$ cat config.mk
export PLATFORM = sky130hd
export DESIGN_NAME = nf_route_unit
export DESIGN_NICKNAME = d
export VERILOG_FILES = /design/src/rtl/nfr_pkg.sv /design/src/rtl/nfr_dim_cmp.sv /design/src/rtl/nfr_port_select.sv /design/src/rtl/nfr_turn_check.sv /design/src/rtl/nf_route_unit.sv
export SDC_FILE = /design/constraint.sdc
export NUM_CORES = 1
export LEC_CHECK = 0
export BUFFER_PORTS_ARGS = -buffer_cell sky130_fd_sc_hd__buf_2
export CAP_MARGIN = 40
export CELL_PAD_IN_SITES_DETAIL_PLACEMENT = 0
export CELL_PAD_IN_SITES_GLOBAL_PLACEMENT = 1
export CORE_MARGIN = 8
export CORE_UTILIZATION = 30
export CTS_BUF_LIST = sky130_fd_sc_hd__clkbuf_8
export DETAILED_ROUTE_END_ITERATION = 8
export MAX_ROUTING_LAYER = met4
export PLACE_DENSITY_LB_ADDON = 0.1
export SLEW_MARGIN = 5
export SYNTH_ARGS = -nofsm -noshare
export SYNTH_HDL_FRONTEND = slang
export SYNTH_SLANG_ARGS = --single-unit
$ cat constraint.sdc
create_clock -name clk -period 1.8 [get_ports clk]
set_input_delay 0.27 -clock clk [delete_from_list [all_inputs] [get_ports clk]]
set_output_delay 0.27 -clock clk [all_outputs]
set_load 0.01 [all_outputs]
$ cat src/rtl/nfr_pkg.sv
package nfr_pkg;

    localparam int unsigned NUM_PORTS = 7;
    localparam int unsigned NUM_DIMS  = 3;

    // output port numbering: negative port of dimension d is 1+2d, positive is 2+2d
    localparam int unsigned PORT_LOCAL = 0;
    localparam int unsigned PORT_XN    = 1;
    localparam int unsigned PORT_XP    = 2;
    localparam int unsigned PORT_YN    = 3;
    localparam int unsigned PORT_YP    = 4;
    localparam int unsigned PORT_ZN    = 5;
    localparam int unsigned PORT_ZP    = 6;

    typedef logic [NUM_PORTS-1:0] port_vec_t;

    typedef struct packed {
        logic      busy;
        port_vec_t route;
    } rc_state_t;

    function automatic int unsigned neg_port(input int unsigned dim);
        return 1 + 2 * dim;
    endfunction

    function automatic int unsigned pos_port(input int unsigned dim);
        return 2 + 2 * dim;
    endfunction

endpackage

$ cat src/rtl/nfr_dim_cmp.sv
module nfr_dim_cmp #(
    parameter int unsigned CW   = 2,
    parameter int unsigned MESH = 3
) (
    input  logic [CW-1:0] own_c,
    input  logic [CW-1:0] dst_c,
    output logic          need_neg,
    output logic          need_pos
);
    localparam logic [CW-1:0] LAST_C = CW'(MESH - 1);

    always_comb begin
        need_neg = (dst_c < own_c);
        // at the far face the positive link does not exist: treat as no hop
        need_pos = (dst_c > own_c) && (own_c != LAST_C);
    end

endmodule

$ cat src/rtl/nfr_port_select.sv
module nfr_port_select
    import nfr_pkg::*;
(
    input  logic [NUM_DIMS-1:0] need_neg,
    input  logic [NUM_DIMS-1:0] need_pos,
    output port_vec_t           req
);
    // dimension indices: 0 = x, 1 = y, 2 = z
    localparam int unsigned NEG_ORDER [NUM_DIMS] = '{0, 2, 1};
    localparam int unsigned POS_ORDER [NUM_DIMS] = '{1, 0, 2};

    logic found;

    always_comb begin
        req   = '0;
        found = 1'b0;
        for (int k = 0; k < NUM_DIMS; k++) begin
            if (!found && need_neg[NEG_ORDER[k]]) begin
                req[neg_port(NEG_ORDER[k])] = 1'b1;
                found = 1'b1;
            end
        end
        for (int k = 0; k < NUM_DIMS; k++) begin
            if (!found && need_pos[POS_ORDER[k]]) begin
                req[pos_port(POS_ORDER[k])] = 1'b1;
                found = 1'b1;
            end
        end
        if (!found) begin
            req[PORT_LOCAL] = 1'b1;
        end
    end

endmodule

$ cat src/rtl/nfr_turn_check.sv
module nfr_turn_check
    import nfr_pkg::*;
(
    input  logic [2:0] in_port,
    input  port_vec_t  req,
    output logic       turn_err
);
    logic moving_pos;
    logic going_neg;

    always_comb begin
        // arriving on a negative-side input means travelling in a positive direction
        moving_pos = (in_port == 3'(PORT_XN)) || (in_port == 3'(PORT_YN))
                  || (in_port == 3'(PORT_ZN));
        going_neg  = req[PORT_XN] | req[PORT_YN] | req[PORT_ZN];
        turn_err   = moving_pos & going_neg;
    end

endmodule

$ cat src/rtl/nf_route_unit.sv
module nf_route_unit
    import nfr_pkg::*;
#(
    parameter int unsigned CW     = 2,
    parameter int unsigned MESH_X = 3,
    parameter int unsigned MESH_Y = 3,
    parameter int unsigned MESH_Z = 3
) (
    input  logic                 clk,
    input  logic                 rst_n,
    input  logic [CW-1:0]        my_x,
    input  logic [CW-1:0]        my_y,
    input  logic [CW-1:0]        my_z,
    input  logic [2:0]           in_port,
    input  logic                 flit_valid,
    input  logic                 flit_ready,
    input  logic                 flit_bop,
    input  logic                 flit_eop,
    input  logic [3*CW-1:0]      hdr_dst,
    output logic [NUM_PORTS-1:0] route_req,
    output logic                 turn_err
);
    localparam int unsigned MESH_SZ [NUM_DIMS] = '{MESH_X, MESH_Y, MESH_Z};

    logic [CW-1:0]       own_c [NUM_DIMS];
    logic [CW-1:0]       dst_c [NUM_DIMS];
    logic [NUM_DIMS-1:0] need_neg;
    logic [NUM_DIMS-1:0] need_pos;
    port_vec_t           fresh_req;
    logic                accept;
    logic                head_now;
    rc_state_t           state_d;
    rc_state_t           state_q;

    always_comb begin
        own_c[0] = my_x;
        own_c[1] = my_y;
        own_c[2] = my_z;
        for (int d = 0; d < NUM_DIMS; d++) begin
            dst_c[d] = hdr_dst[d*CW +: CW];
        end
    end

    for (genvar g = 0; g < NUM_DIMS; g++) begin : g_dim
        nfr_dim_cmp #(
            .CW   (CW),
            .MESH (MESH_SZ[g])
        ) u_cmp (
            .own_c    (own_c[g]),
            .dst_c    (dst_c[g]),
            .need_neg (need_neg[g]),
            .need_pos (need_pos[g])
        );
    end

    nfr_port_select u_sel (
        .need_neg (need_neg),
        .need_pos (need_pos),
        .req      (fresh_req)
    );

    always_comb begin
        accept   = flit_valid & flit_ready;
        head_now = flit_valid & flit_bop & ~state_q.busy;

        state_d = state_q;
        if (!state_q.busy) begin
            if (accept && flit_bop && !flit_eop) begin
                state_d.busy  = 1'b1;
                state_d.route = fresh_req;
            end
        end else if (accept && flit_eop) begin
            state_d.busy  = 1'b0;
            state_d.route = '0;
        end

        if (state_q.busy) begin
            route_req = state_q.route;
        end else if (head_now) begin
            route_req = fresh_req;
        end else begin
            route_req = '0;
        end
    end

    always_ff @(posedge clk or negedge rst_n) begin
        if (!rst_n) begin
            state_q <= '0;
        end else begin
            state_q <= state_d;
        end
    end

    nfr_turn_check u_turn (
        .in_port  (in_port),
        .req      (route_req),
        .turn_err (turn_err)
    );

endmodule

==> Yosys cells after proc, flatten, opt, wreduce, memory -nomap -nowiden <==
Cells that the tools add are included.
{ "classes": {"order_cmp": 6, "eq_ne": 7, "muxes": 17, "bitwise": 7, "reduce_logical": 21} }
{ "op_table": {"columns": ["op", "n"], "rows": [
  ["$mux W8", 3],
  ["$mux W7", 2],
  ["$mux W1", 12],
  ["$logic_and A1 B1 Y1", 11],
  ["$gt A2 B2 Y1", 3],
  ["$logic_not A1 Y1", 6],
  ["$lt A2 B2 Y1", 3],
  ["$ne A2 B2 Y1 const B", 3],
  ["$and A1 B1 Y1", 4],
  ["$eq A3 B1 Y1 const B", 1],
  ["$eq A3 B2 Y1 const B", 1],
  ["$eq A3 B3 Y1 const B", 1],
  ["$logic_or A1 B1 Y1", 2],
  ["$ne A2 B1 Y1 const B", 1],
  ["$or A1 B1 Y1", 2],
  ["$reduce_and A2 Y1", 1],
  ["$reduce_bool A2 Y1", 1],
  ["$not A1 Y1", 1]
]} }
{ "word_totals": {"regBits": 8, "input_bits": 21, "word_cells": 60} }

==> Longest topological paths before layout <==
Gate-level depths: netlist (run 1).
{ "depth": {"word_depth": 23, "mapped_depth": 6, "ltp_nobuf": 6} }

==> Cells and area by module <==
A second synthesis (run 1) with hierarchy kept.
{ "hier_totals": {"cells_unflattened": 95, "area_unflattened_um2": 762.0} }
{ "by_module_without_submodules": {"columns": ["mod", "n_inst", "cells_per_inst", "area_each_um2", "seq_area_each_um2"], "rows": [
  ["nf_route_unit", 1, 60, 486.7, 200.2],
  ["nfr_dim_cmp", 3, 8, 65.1, 0.0],
  ["nfr_port_select", 1, 9, 66.3, 0.0],
  ["nfr_turn_check", 1, 2, 13.8, 0.0]
]} }

==> Worst setup path after synthesis (run 1) <==
Ideal clock, no wire load.
{ "synth_timing": {"kind": "in2out", "startpoint": "input my_z[1]", "endpoint": "output route_req[6]", "t_arrival_ps": 1676, "slack_ps": -146, "stages": 6, "path_buffers": 0, "cell_sequence": "inv_1 -> ha_1 -> nand2b_1 -> a222oi_1 -> nand4_1 -> o21ai_0"} }
{ "synth_between": {"elab_chain_len": 17} }
{ "synth_rtl": {"columns": ["element", "line", "rtl"], "rows": [
  ["start, declared", "nf_route_unit.sv:13", "input logic [CW-1:0] my_z,"],
  ["$lt A2 B2 Y1", "nfr_dim_cmp.sv:13", "need_neg = (dst_c < own_c);"],
  ["$logic_and A1 B1 Y1", "nfr_port_select.sv:18", "if (!found && need_neg[NEG_ORDER[k]]) begin"],
  ["$mux W1", "nfr_port_select.sv:18", null],
  ["$logic_not A1 Y1", "nfr_port_select.sv:18", null],
  ["$logic_and A1 B1 Y1", "nfr_port_select.sv:18", null],
  ["$mux W1", "nfr_port_select.sv:18", null],
  ["$logic_not A1 Y1", "nfr_port_select.sv:24", "if (!found && need_pos[POS_ORDER[k]]) begin"],
  ["$logic_and A1 B1 Y1", "nfr_port_select.sv:24", null],
  ["$mux W1", "nfr_port_select.sv:24", null],
  ["$logic_not A1 Y1", "nfr_port_select.sv:24", null],
  ["$logic_and A1 B1 Y1", "nfr_port_select.sv:24", null],
  ["$mux W1", "nfr_port_select.sv:24", null],
  ["$logic_not A1 Y1", "nfr_port_select.sv:24", null],
  ["$logic_and A1 B1 Y1 *", "nfr_port_select.sv:24", null],
  ["$mux W1 *", "nfr_port_select.sv:24", null],
  ["$mux W7 *", "nf_route_unit.sv:79", "end else if (head_now) begin"],
  ["$mux W7 *", "nf_route_unit.sv:77", "if (state_q.busy) begin"],
  ["end, declared", "nf_route_unit.sv:20", "output logic [NUM_PORTS-1:0] route_req,"]
]} }
Mark *: on every way between the ends. The rest lies on a longest branch, timed or not.

==> Worst setup path in the final report (run 1) <==
{ "layout_timing": {"startpoint": "input my_z[1]", "endpoint": "output route_req[2]"} }
{ "layout_between": {"elab_chain_len": 14} }
{ "layout_rtl": {"columns": ["element", "line"], "rows": [
  ["$lt A2 B2 Y1 *", "nfr_dim_cmp.sv:13"],
  ["$logic_and A1 B1 Y1 *", "nfr_port_select.sv:18"],
  ["$mux W1 *", "nfr_port_select.sv:18"],
  ["$logic_not A1 Y1", "nfr_port_select.sv:18"],
  ["$logic_and A1 B1 Y1", "nfr_port_select.sv:18"],
  ["$mux W1 *", "nfr_port_select.sv:18"],
  ["$logic_not A1 Y1", "nfr_port_select.sv:24"],
  ["$logic_and A1 B1 Y1", "nfr_port_select.sv:24"],
  ["$mux W1 *", "nfr_port_select.sv:24"],
  ["$logic_not A1 Y1 *", "nfr_port_select.sv:24"],
  ["$logic_and A1 B1 Y1 *", "nfr_port_select.sv:24"],
  ["$mux W1 *", "nfr_port_select.sv:24"],
  ["$mux W7 *", "nf_route_unit.sv:79"],
  ["$mux W7 *", "nf_route_unit.sv:77"]
]} }
Marks and branches as above.

==> flow_summary.json, run 1 <==
{
  "dp_slack_ns": -0.2089,
  "crit_chain": "buf_8 > inv_8 > ha_4 > nand2b_4 > a222oi_1 > buf_4 > nand3b_1 > o21ai_2 > buf_2",
  "path_clk_slew_ns": 0.04,
  "async_flop_share_pct": 100.0,
  "synth_warnings": 0,
  "synth_area_leader_cell": "dfrtp_1",
  "rows": 17,
  "die_y_um": 62.62,
  "place.gp.congestion": 0.7434,
  "hpwl_mm": 1.581,
  "drc": 0,
  "h-tree-depth": 1,
  "cp-start-kind": "input pin",
  "cts.sinks": 8,
  "power.leakage_uw": 0.0005785,
  "antenna_found_initial": 0,
  "synth-edff-count": 0,
  "violations": "setup timing",
  "fin_hold_ws_ns": 0.2621,
  "end_kind": "output pin",
  "synthFlopType": "dfrtp_1",
  "cp_max_fo": 5,
  "utilization_pct": 52.71,
  "crit_type": "in -> out",
  "gr-usage-all-layers_pct": 11.27,
  "yosys.area_share.xor_xnor_pct": 0,
  "cts_tree": "done",
  "syn_to_final_growth_pct": 71.98,
  "core_um2": 2127,
  "finalMaxSlewViolations": 0,
  "synth_compound_area_share_pct": 25.14,
  "ir_worst_vdd_v": 0.0002905,
  "synthCells": 80,
  "cts_inserted_buffers": 3,
  "yosysSeqAreaShare_pct": 30.71,
  "largest_reg_flops": 8,
  "nets": 159,
  "synth_common_cells": "nand2_1, inv_1, dfrtp_1, o21ai_0, ha_1",
  "synth_nets": 107,
  "worst_path_max_delay_cell": "a222oi_1",
  "largest-register": "state_q",
  "hold_viol": 0,
  "hold_path_class": "in -> reg",
  "first_iter_violations": 27,
  "die_area_um2": 3921,
  "dr_total_vias": 790,
  "required_ns": 1.53,
  "grt_pass1_wl_mm": 3.581,
  "viasPerCell": 5.000,
  "drv_cap": 0,
  "grt_pass1_vias": 863,
  "ys_ff_latch": 8,
  "io_buffers": 28,
  "yosysMostFrequentCell": "nand2_1",
  "grt_start_max_net_pins": 9,
  "fin_crit_ns": 1.882,
  "fin_ws_ns": -0.08233,
  "grt-ovfl-total": 0,
  "status": "finished with violations",
  "p_per_area_nw_per_um2": 614.6,
  "n_antenna_cell": 0,
  "top_regs": "state_q: 8 flops",
  "cp_slowest_stage_delay_ns": 0.31,
  "finalSetupViolations": 5,
  "ios": 29,
  "avgRoutedWirePerCell_um": 12.47,
  "ys_types": 25,
  "r2r_slack_ns": 0.21,
  "wl_mm": 1.971,
  "start_util_pct": 30.65,
  "synth-simple-area-share_pct": 26.30,
  "maxSlewHeadroom_pct": 79.08,
  "tightest_slew_ns": 0.3105,
  "root_buffer": "clkbuf_8",
  "netlist_top_cells_area": "dfrtp_1, ha_1, nand2_1",
  "syn_area_um2": 651.9,
  "synth_top_family_by_area": "simple AND/OR/NAND/NOR gates",
  "clk_latency_ns": 0.23,
  "drtPass1Iterations": 4,
  "dieWidth_um": 62.62,
  "synth_fa_ha_area_share_pct": 11.52,
  "fin_skew_ns": 0.007487,
  "worstPathArrival_ns": 1.61,
  "drt.antenna.violating_nets": 0,
  "fin_crit_sh_pct": 104.6,
  "max_freq_ghz": 0.5313,
  "rsz0062_at_grt": "yes",
  "syn_area_per_cell_um2": 8.148,
  "synthMuxAreaShare_pct": 0,
  "synth_top_area_share_pct": 30.71,
  "drive_above_1_share_pct": 50.77,
  "clock_path_buffers": 2
}
timing repair:
item / in CTS / in global routing
setup buffers: 9 / 1
hold buffers: 1 / 0
hold endpoints to repair: 8 / 0
setup endpoints to repair: 6 / 7
resized for setup: 12 / 3
pin swaps: 12 / 5
gates cloned: 0 / 0
layer usage:
metal | share of wire [%] | up-vias | GRT usage, %
met5 | 0 | - | -
met4 | 1.9 | 0 | 5.983
met3 | 3.0 | 4 | 2.151
met2 | 54 | 21 | 20.44
met1 | 40 | 373 | 11.13
li1 | - | 392 | -
layout make-up:
class                   instances  area, um^2
multi-input cells              61       483.0
flip-flops and latches          8       200.2
repair buffers                 48       316.6
fillers                       230        1006
well taps                      28       35.03
inverters                      10       45.04
clock buffers                   3       41.29
worst max-delay path: cells and delay by family:
family,cells,cell delay (ns)
buf+inv,4,0.45
compound gates,2,0.45
fa+ha+maj,1,0.26
simple gates,2,0.17
layout by cell type (no fill, tap or decap), types with 3 or more instances in the layout:
| cell type | Yosys | final |
|---|---|---|
| buf_6 | 0 | 3 |
| a22o_1 | 3 | 3 |
| o21ai_2 | 0 | 3 |
| ha_1 | 6 | 3 |
| nand2_1 | 14 | 13 |
| dfrtp_1 | 8 | 8 |
| clkbuf_8 | 0 | 3 |
| buf_4 | 0 | 17 |
| a32o_1 | 3 | 3 |
| buf_2 | 0 | 26 |
| inv_1 | 10 | 8 |
| o21ai_0 | 8 | 5 |
power breakdown:
part           internal [uW]  switching [uW]  leakage (uW)  total, uW
combinational            141             111      0.000449        252
sequential               197            17.0      0.000108        214
clock                    146            77.2     0.0000216        223
logic make-up after synthesis:
kind of cell               count (synthesis)
adders and majority gates                  6
DFF                                        8
AOI/OAI and AO/OA                         23
buffers and inverters                     11
and+or+nand+nor                           32
worst paths after layout:
| check | endpoint | cells past startpoint | from |
|---|---|---|---|
| worst max-delay path | route_req[2] | 9 | my_z[1] |
| worst min-delay path | state_q[7]$_DFF_PN0_ | 2 | flit_eop |
| worst max register to register | state_q[0]$_DFFE_PN0P_ | 3 | state_q[7]$_DFF_PN0_ |
| worst min register to register | state_q[6]$_DFFE_PN0P_ | 2 | state_q[6]$_DFFE_PN0P_ |
| max in group asynchronous | state_q[7]$_DFF_PN0_ | 2 | rst_n |
| min in group asynchronous | state_q[3]$_DFFE_PN0P_ | 2 | rst_n |
through the flow:
stage | power (uW) | instances | TNS [ns] | instance area, um^2
CTS | 681.3 | 158 | -0.4158 | 1107
global placement | 417.8 | 145 | -0.9586 | 938.4
finish | 689.0 | 158 | -0.2781 | 1121
global route | 733.8 | 158 | -0.7331 | 1121
detailed placement | 421.6 | 145 | -1.023 | 938.4
floorplan | 319.8 | 80 | -0.05430 | 691.9
No activity file was read; power rests on OpenSTA's default activity.
==> run 2, diff against run 1 <==
--- a/config.mk
+++ b/config.mk
@@ -7,10 +7,11 @@
 export LEC_CHECK = 0
 export BUFFER_PORTS_ARGS = -buffer_cell sky130_fd_sc_hd__buf_2
 export CAP_MARGIN = 40
-export CELL_PAD_IN_SITES_DETAIL_PLACEMENT = 0
-export CELL_PAD_IN_SITES_GLOBAL_PLACEMENT = 1
+export CELL_PAD_IN_SITES_DETAIL_PLACEMENT = 2
+export CELL_PAD_IN_SITES_GLOBAL_PLACEMENT = 2
+export CORE_ASPECT_RATIO = 1.75
 export CORE_MARGIN = 8
-export CORE_UTILIZATION = 30
+export CORE_UTILIZATION = 23
 export CTS_BUF_LIST = sky130_fd_sc_hd__clkbuf_8
 export DETAILED_ROUTE_END_ITERATION = 8
 export MAX_ROUTING_LAYER = met4
==> flow_summary.json, run 2 (same netlist as run 1, synthesis figures left out) <==
{
  "met2WireLength_mm": 1.559,
  "first_iter_violations": 3,
  "grt_start_max_net_pins": 9,
  "rows": 25,
  "antenna_found_initial": 0,
  "grt_pass1_vias": 1001,
  "fin_skew_ns": 0.002594,
  "cts_tree": "done",
  "crit_type": "in -> out",
  "top_regs": "state_q: 8 flops",
  "dr_wl_met3_um": 80,
  "cts.sinks": 8,
  "cp-start-kind": "input pin",
  "hpwl_mm": 2.073,
  "fin_crit_sh_pct": 105.6,
  "die_area_um2": 4861,
  "r2r-end": "state_q[0]$_DFFE_PN0P_",
  "tightest_slew_ns": 0.3034,
  "wl_met1_um": 854,
  "required_ns": 1.53,
  "finalMaxSlewViolations": 0,
  "place.gp.congestion": 0.7403,
  "worstPathArrival_ns": 1.63,
  "rsz0062_at_grt": "yes",
  "cp_max_fo": 5,
  "power.leakage_uw": 0.0005618,
  "die_y_um": 86.43,
  "ir_worst_vdd_v": 0.0002390,
  "final_common_cell": "buf_2",
  "viasPerCell": 5.240,
  "core_um2": 2690,
  "drv_cap": 0,
  "avgRoutedWirePerCell_um": 16.55,
  "final_cell_count_no_fill": 154,
  "end_kind": "output pin",
  "hold_end": "state_q[7]$_DFF_PN0_",
  "hold_path_class": "in -> reg",
  "hold_viol": 0,
  "clock_path_buffers": 2,
  "grt_pass1_wl_mm": 4.429,
  "status": "finished with violations",
  "h-tree-depth": 1,
  "largest_reg_flops": 8,
  "finalSetupViolations": 5,
  "routed.top_layer": "met4",
  "violations": "setup timing",
  "root_buffer": "clkbuf_8",
  "gr-usage-all-layers_pct": 11.43,
  "r2r_cells": 3,
  "hold_depth": 2,
  "p_per_area_nw_per_um2": 623.6,
  "grt-ovfl-total": 0,
  "maxSlewHeadroom_pct": 79.70,
  "io_buffers": 28,
  "fin_hold_ws_ns": 0.2575,
  "tns_ns": -0.3181,
  "hp-start": "flit_eop",
  "drc": 0,
  "wl_mm": 2.549,
  "r2r_slack_ns": 0.16,
  "drt.antenna.violating_nets": 0,
  "path_clk_slew_ns": 0.04,
  "dieWidth_um": 56.25,
  "largest-register": "state_q",
  "dp_cells": 142,
  "drtPass1Iterations": 4,
  "layout_common_cells": "buf_2, buf_4, nand2_1, inv_1, dfrtp_1",
  "max_freq_ghz": 0.5262,
  "start_util_pct": 24.23,
  "cts_inserted_buffers": 3,
  "syn_to_final_growth_pct": 67.75,
  "n_antenna_cell": 0,
  "drive_above_1_share_pct": 48.82,
  "total_power_uw": 682.0,
  "dr_total_vias": 807,
  "fin_crit_ns": 1.901,
  "ios": 29,
  "regToRegStartpoint": "state_q[7]$_DFF_PN0_",
  "fin_ws_ns": -0.1006,
  "nets": 156,
  "clk_latency_ns": 0.23
}
run 2: changes by cell type in the layout (fill, tap and decap cells not counted), sizes merged:
cell  before  now
buf       47   44
run 2: routing by layer:
layer	GRT usage (%)	vias to the layer above
li1	-	385
met1	9.214	397
met2	23.00	21
met3	1.903	4
met4	6.374	0
met5	-	-
run 2: final cells by class:
class	instances	area [um^2]
Fill cell	317	1597
Tap cell	27	33.78
Multi-Input combinational cell	61	480.5
Clock buffer	3	41.29
Inverter	10	45.04
Sequential cell	8	200.2
Timing Repair Buffer	45	292.8
run 2: through the flow:
stage                     setup WS, ns  instance area [um^2]  utilization, %
after detailed placement       -0.2569                 922.1           34.28
after CTS                      -0.1366                  1096           40.74
final                          -0.1006                  1094           40.65
after global placement         -0.2389                 922.1           34.28
after floorplan               -0.04990                 691.9               -
after global routing           -0.1704                  1094           40.65
run 2: worst max-delay path by stage:
stage	from	endpoint	cells after the start
final	my_z[1]	route_req[0]	9
after global routing	my_z[1]	route_req[6]	9
after CTS	my_z[1]	route_req[6]	9
after detailed placement	my_z[1]	route_req[3]	8
after global placement	my_x[1]	route_req[0]	8
after floorplan	my_z[1]	route_req[2]	6
run 2: power by group:
group / switching [uW] / total, uW / internal, uW
combinational: 116 / 248 / 133
clock: 73.3 / 218 / 145
sequential: 17.9 / 215 / 197
total: 207 / 682 / 475
run 2: repair_timing:
action,CTS,global route
hold buffers,1,0
gates resized for setup,10,2
cloned,0,0
endpoints found under the hold margin,8,0
setup endpoints to repair,6,7
pin swaps,9,4
buffers inserted,9,0
run 2: critical path, stage by stage:
cell and delay, ns:
buf_8 0.09, inv_8 0.03, ha_4 0.27, nand2b_4 0.05
a222oi_1 0.32, buf_4 0.20, buf_4 0.11, a32o_1 0.17
buf_2 0.13
==> run 3, diff against run 2 <==
--- a/config.mk
+++ b/config.mk
@@ -7,15 +7,12 @@
 export LEC_CHECK = 0
 export BUFFER_PORTS_ARGS = -buffer_cell sky130_fd_sc_hd__buf_2
 export CAP_MARGIN = 40
-export CELL_PAD_IN_SITES_DETAIL_PLACEMENT = 2
-export CELL_PAD_IN_SITES_GLOBAL_PLACEMENT = 2
-export CORE_ASPECT_RATIO = 1.75
 export CORE_MARGIN = 8
-export CORE_UTILIZATION = 23
+export CORE_UTILIZATION = 43
 export CTS_BUF_LIST = sky130_fd_sc_hd__clkbuf_8
 export DETAILED_ROUTE_END_ITERATION = 8
 export MAX_ROUTING_LAYER = met4
-export PLACE_DENSITY_LB_ADDON = 0.1
+export PLACE_DENSITY = 0.77
 export SLEW_MARGIN = 5
 export SYNTH_ARGS = -nofsm -noshare
 export SYNTH_HDL_FRONTEND = slang
==> flow_summary.json, run 3 (same netlist as run 1, synthesis figures left out) <==
{
  "drt.antenna.violating_nets": 0,
  "root_buffer": "clkbuf_8",
  "grt_pass1_wl_mm": 3.194,
  "fill_cells": 129,
  "cts.sinks": 8,
  "h-tree-depth": 1,
  "fin_ws_ns": -0.06047,
  "finalMaxSlewViolations": 0,
  "met2WireLength_um": 968,
  "cp_max_fo": 6,
  "final_area_um2": 1017,
  "place.gp.congestion": 0.8259,
  "avgRoutedWirePerCell_um": 14.19,
  "core_um2": 1471,
  "multi_input_area_um2": 470.5,
  "clk_latency_ns": 0.23,
  "drtPass1Iterations": 4,
  "required_ns": 1.53,
  "dr_total_vias": 750,
  "layout_common_cells": "buf_2, nand2_1, buf_4, inv_1, dfrtp_1",
  "status": "finished with violations",
  "fin_crit_sh_pct": 103.4,
  "sequentialPowerShare_pct": 33.2,
  "largest_reg_flops": 8,
  "cts_inserted_buffers": 3,
  "first_iter_violations": 19,
  "dp_cells": 129,
  "start_util_pct": 44.30,
  "cp-start-kind": "input pin",
  "syn_to_final_growth_pct": 56.05,
  "hold_viol": 0,
  "die_area_um2": 3018,
  "nets": 149,
  "ir_worst_vdd_v": 0.0003128,
  "rows": 14,
  "final_common_cell": "buf_2",
  "violations": "setup timing",
  "rsz0062_at_grt": "yes",
  "power.leakage_uw": 0.0005229,
  "max_freq_ghz": 0.5375,
  "drc": 0,
  "clock_path_buffers": 2,
  "clock_power_share_pct": 33.0,
  "largest-register": "state_q",
  "n_antenna_cell": 0,
  "fin_crit_ns": 1.860,
  "fin_skew_ns": 0.0009007,
  "hpwl_mm": 1.506,
  "path_clk_slew_ns": 0.04,
  "wl_mm": 1.930,
  "end_kind": "output pin",
  "io_buffers": 28,
  "drive_above_1_share_pct": 45.83,
  "fin_hold_ws_ns": 0.2660,
  "power_frac_comb_pct": 33.8,
  "hold_path_class": "in -> reg",
  "ios": 29,
  "wl_met1_um": 806,
  "total_power_uw": 653.7,
  "top_regs": "state_q: 8 flops",
  "cts_tree": "done",
  "gr-usage-all-layers_pct": 14.68,
  "viasPerCell": 5.515,
  "crit_type": "in -> out",
  "maxSlewHeadroom_pct": 80.68,
  "regArea_um2": 200.2,
  "switching_share_pct": 29.49,
  "routed.top_layer": "met4",
  "tightest_slew_ns": 0.2868,
  "dieWidth_um": 54.94,
  "worstPathArrival_ns": 1.59,
  "drv_cap": 0,
  "p_sw_uw": 192.8,
  "dr_wl_met3_um": 112,
  "placed_cell_area_um2": 893.4,
  "grt_pass1_vias": 761,
  "p_int_uw": 460.9,
  "die_y_um": 54.94,
  "final_cell_count_no_fill": 136,
  "p_per_area_nw_per_um2": 642.7,
  "grt_start_max_net_pins": 11,
  "finalSetupViolations": 5,
  "grt-ovfl-total": 0,
  "antenna_found_initial": 0,
  "dp_slack_ns": -0.1815
}
-- run 3: cell types whose count changed in the layout (fill, tap and decap cells not counted) --
cell / previous run / this run
nor2_1: 2 / 1
o21ai_2: 3 / 2
nor4bb_2: 0 / 1
nor2_2: 0 / 1
nor4bb_4: 1 / 0
o21ai_1: 1 / 2
buf_4: 16 / 9
-- run 3: critical path, stage by stage --
cell,delay (ns)
buf_8,0.09
inv_8,0.03
ha_4,0.26
nand2b_4,0.05
a222oi_1,0.31
buf_4,0.20
buf_4,0.11
a32o_1,0.15
buf_2,0.12
-- run 3: power groups by stage --
| stage | clock, uW | sequential [uW] | combinational [uW] |
|---|---|---|---|
| 2_1_floorplan | 0 | 209 | 110 |
| 3_3_place_gp | 0 | 218 | 183 |
| 3_5_place_dp | 0 | 218 | 190 |
| 4_1_cts | 221 | 216 | 217 |
| 5_1_grt | 225 | 219 | 246 |
| 6_report | 216 | 217 | 221 |
-- run 3: layout make-up --
cell class / count / share of cell area [%]
multi-input cells: 61 / 46.25
repair buffers: 38 / 23.62
clock buffers: 3 / 4.059
well taps: 16 / 1.968
flip-flops and latches: 8 / 19.68
inverters: 10 / 4.428
-- run 3: stage by stage --
stage	setup TNS (ns)	utilization, %
final	-0.1994	69.13
after global routing	-0.5598	69.13
after CTS	-0.3333	67.86
after detailed placement	-0.8542	60.71
after global placement	-0.8565	60.71
after floorplan	-0.05430	-
-- run 3: layer usage --
metal | vias up | track usage, %
met5 | - | -
met1 | 340 | 16.15
met3 | 5 | 1.872
li1 | 373 | -
met2 | 32 | 25.47
met4 | 0 | 7.200
-- run 3: repair_timing --
item,in CTS,in global routing
pin swaps,10,6
hold buffers,1,0
setup endpoints to repair,6,7
gates cloned,0,0
buffers inserted,2,1
gates resized for setup,8,3
hold endpoints to repair,8,0
-- run 3: worst paths after layout --
check	start	endpoint	slack, ns	cells past startpoint
max	my_z[1]	route_req[0]	-0.06	9
min	flit_eop	state_q[7]$_DFF_PN0_	0.27	2
min reg2reg	state_q[4]$_DFFE_PN0P_	state_q[4]$_DFFE_PN0P_	0.49	2
max reg2reg	state_q[7]$_DFF_PN0_	state_q[6]$_DFFE_PN0P_	0.17	4
min in group asynchronous	rst_n	state_q[4]$_DFFE_PN0P_	0.43	2
max in group asynchronous	rst_n	state_q[3]$_DFFE_PN0P_	1.20	2
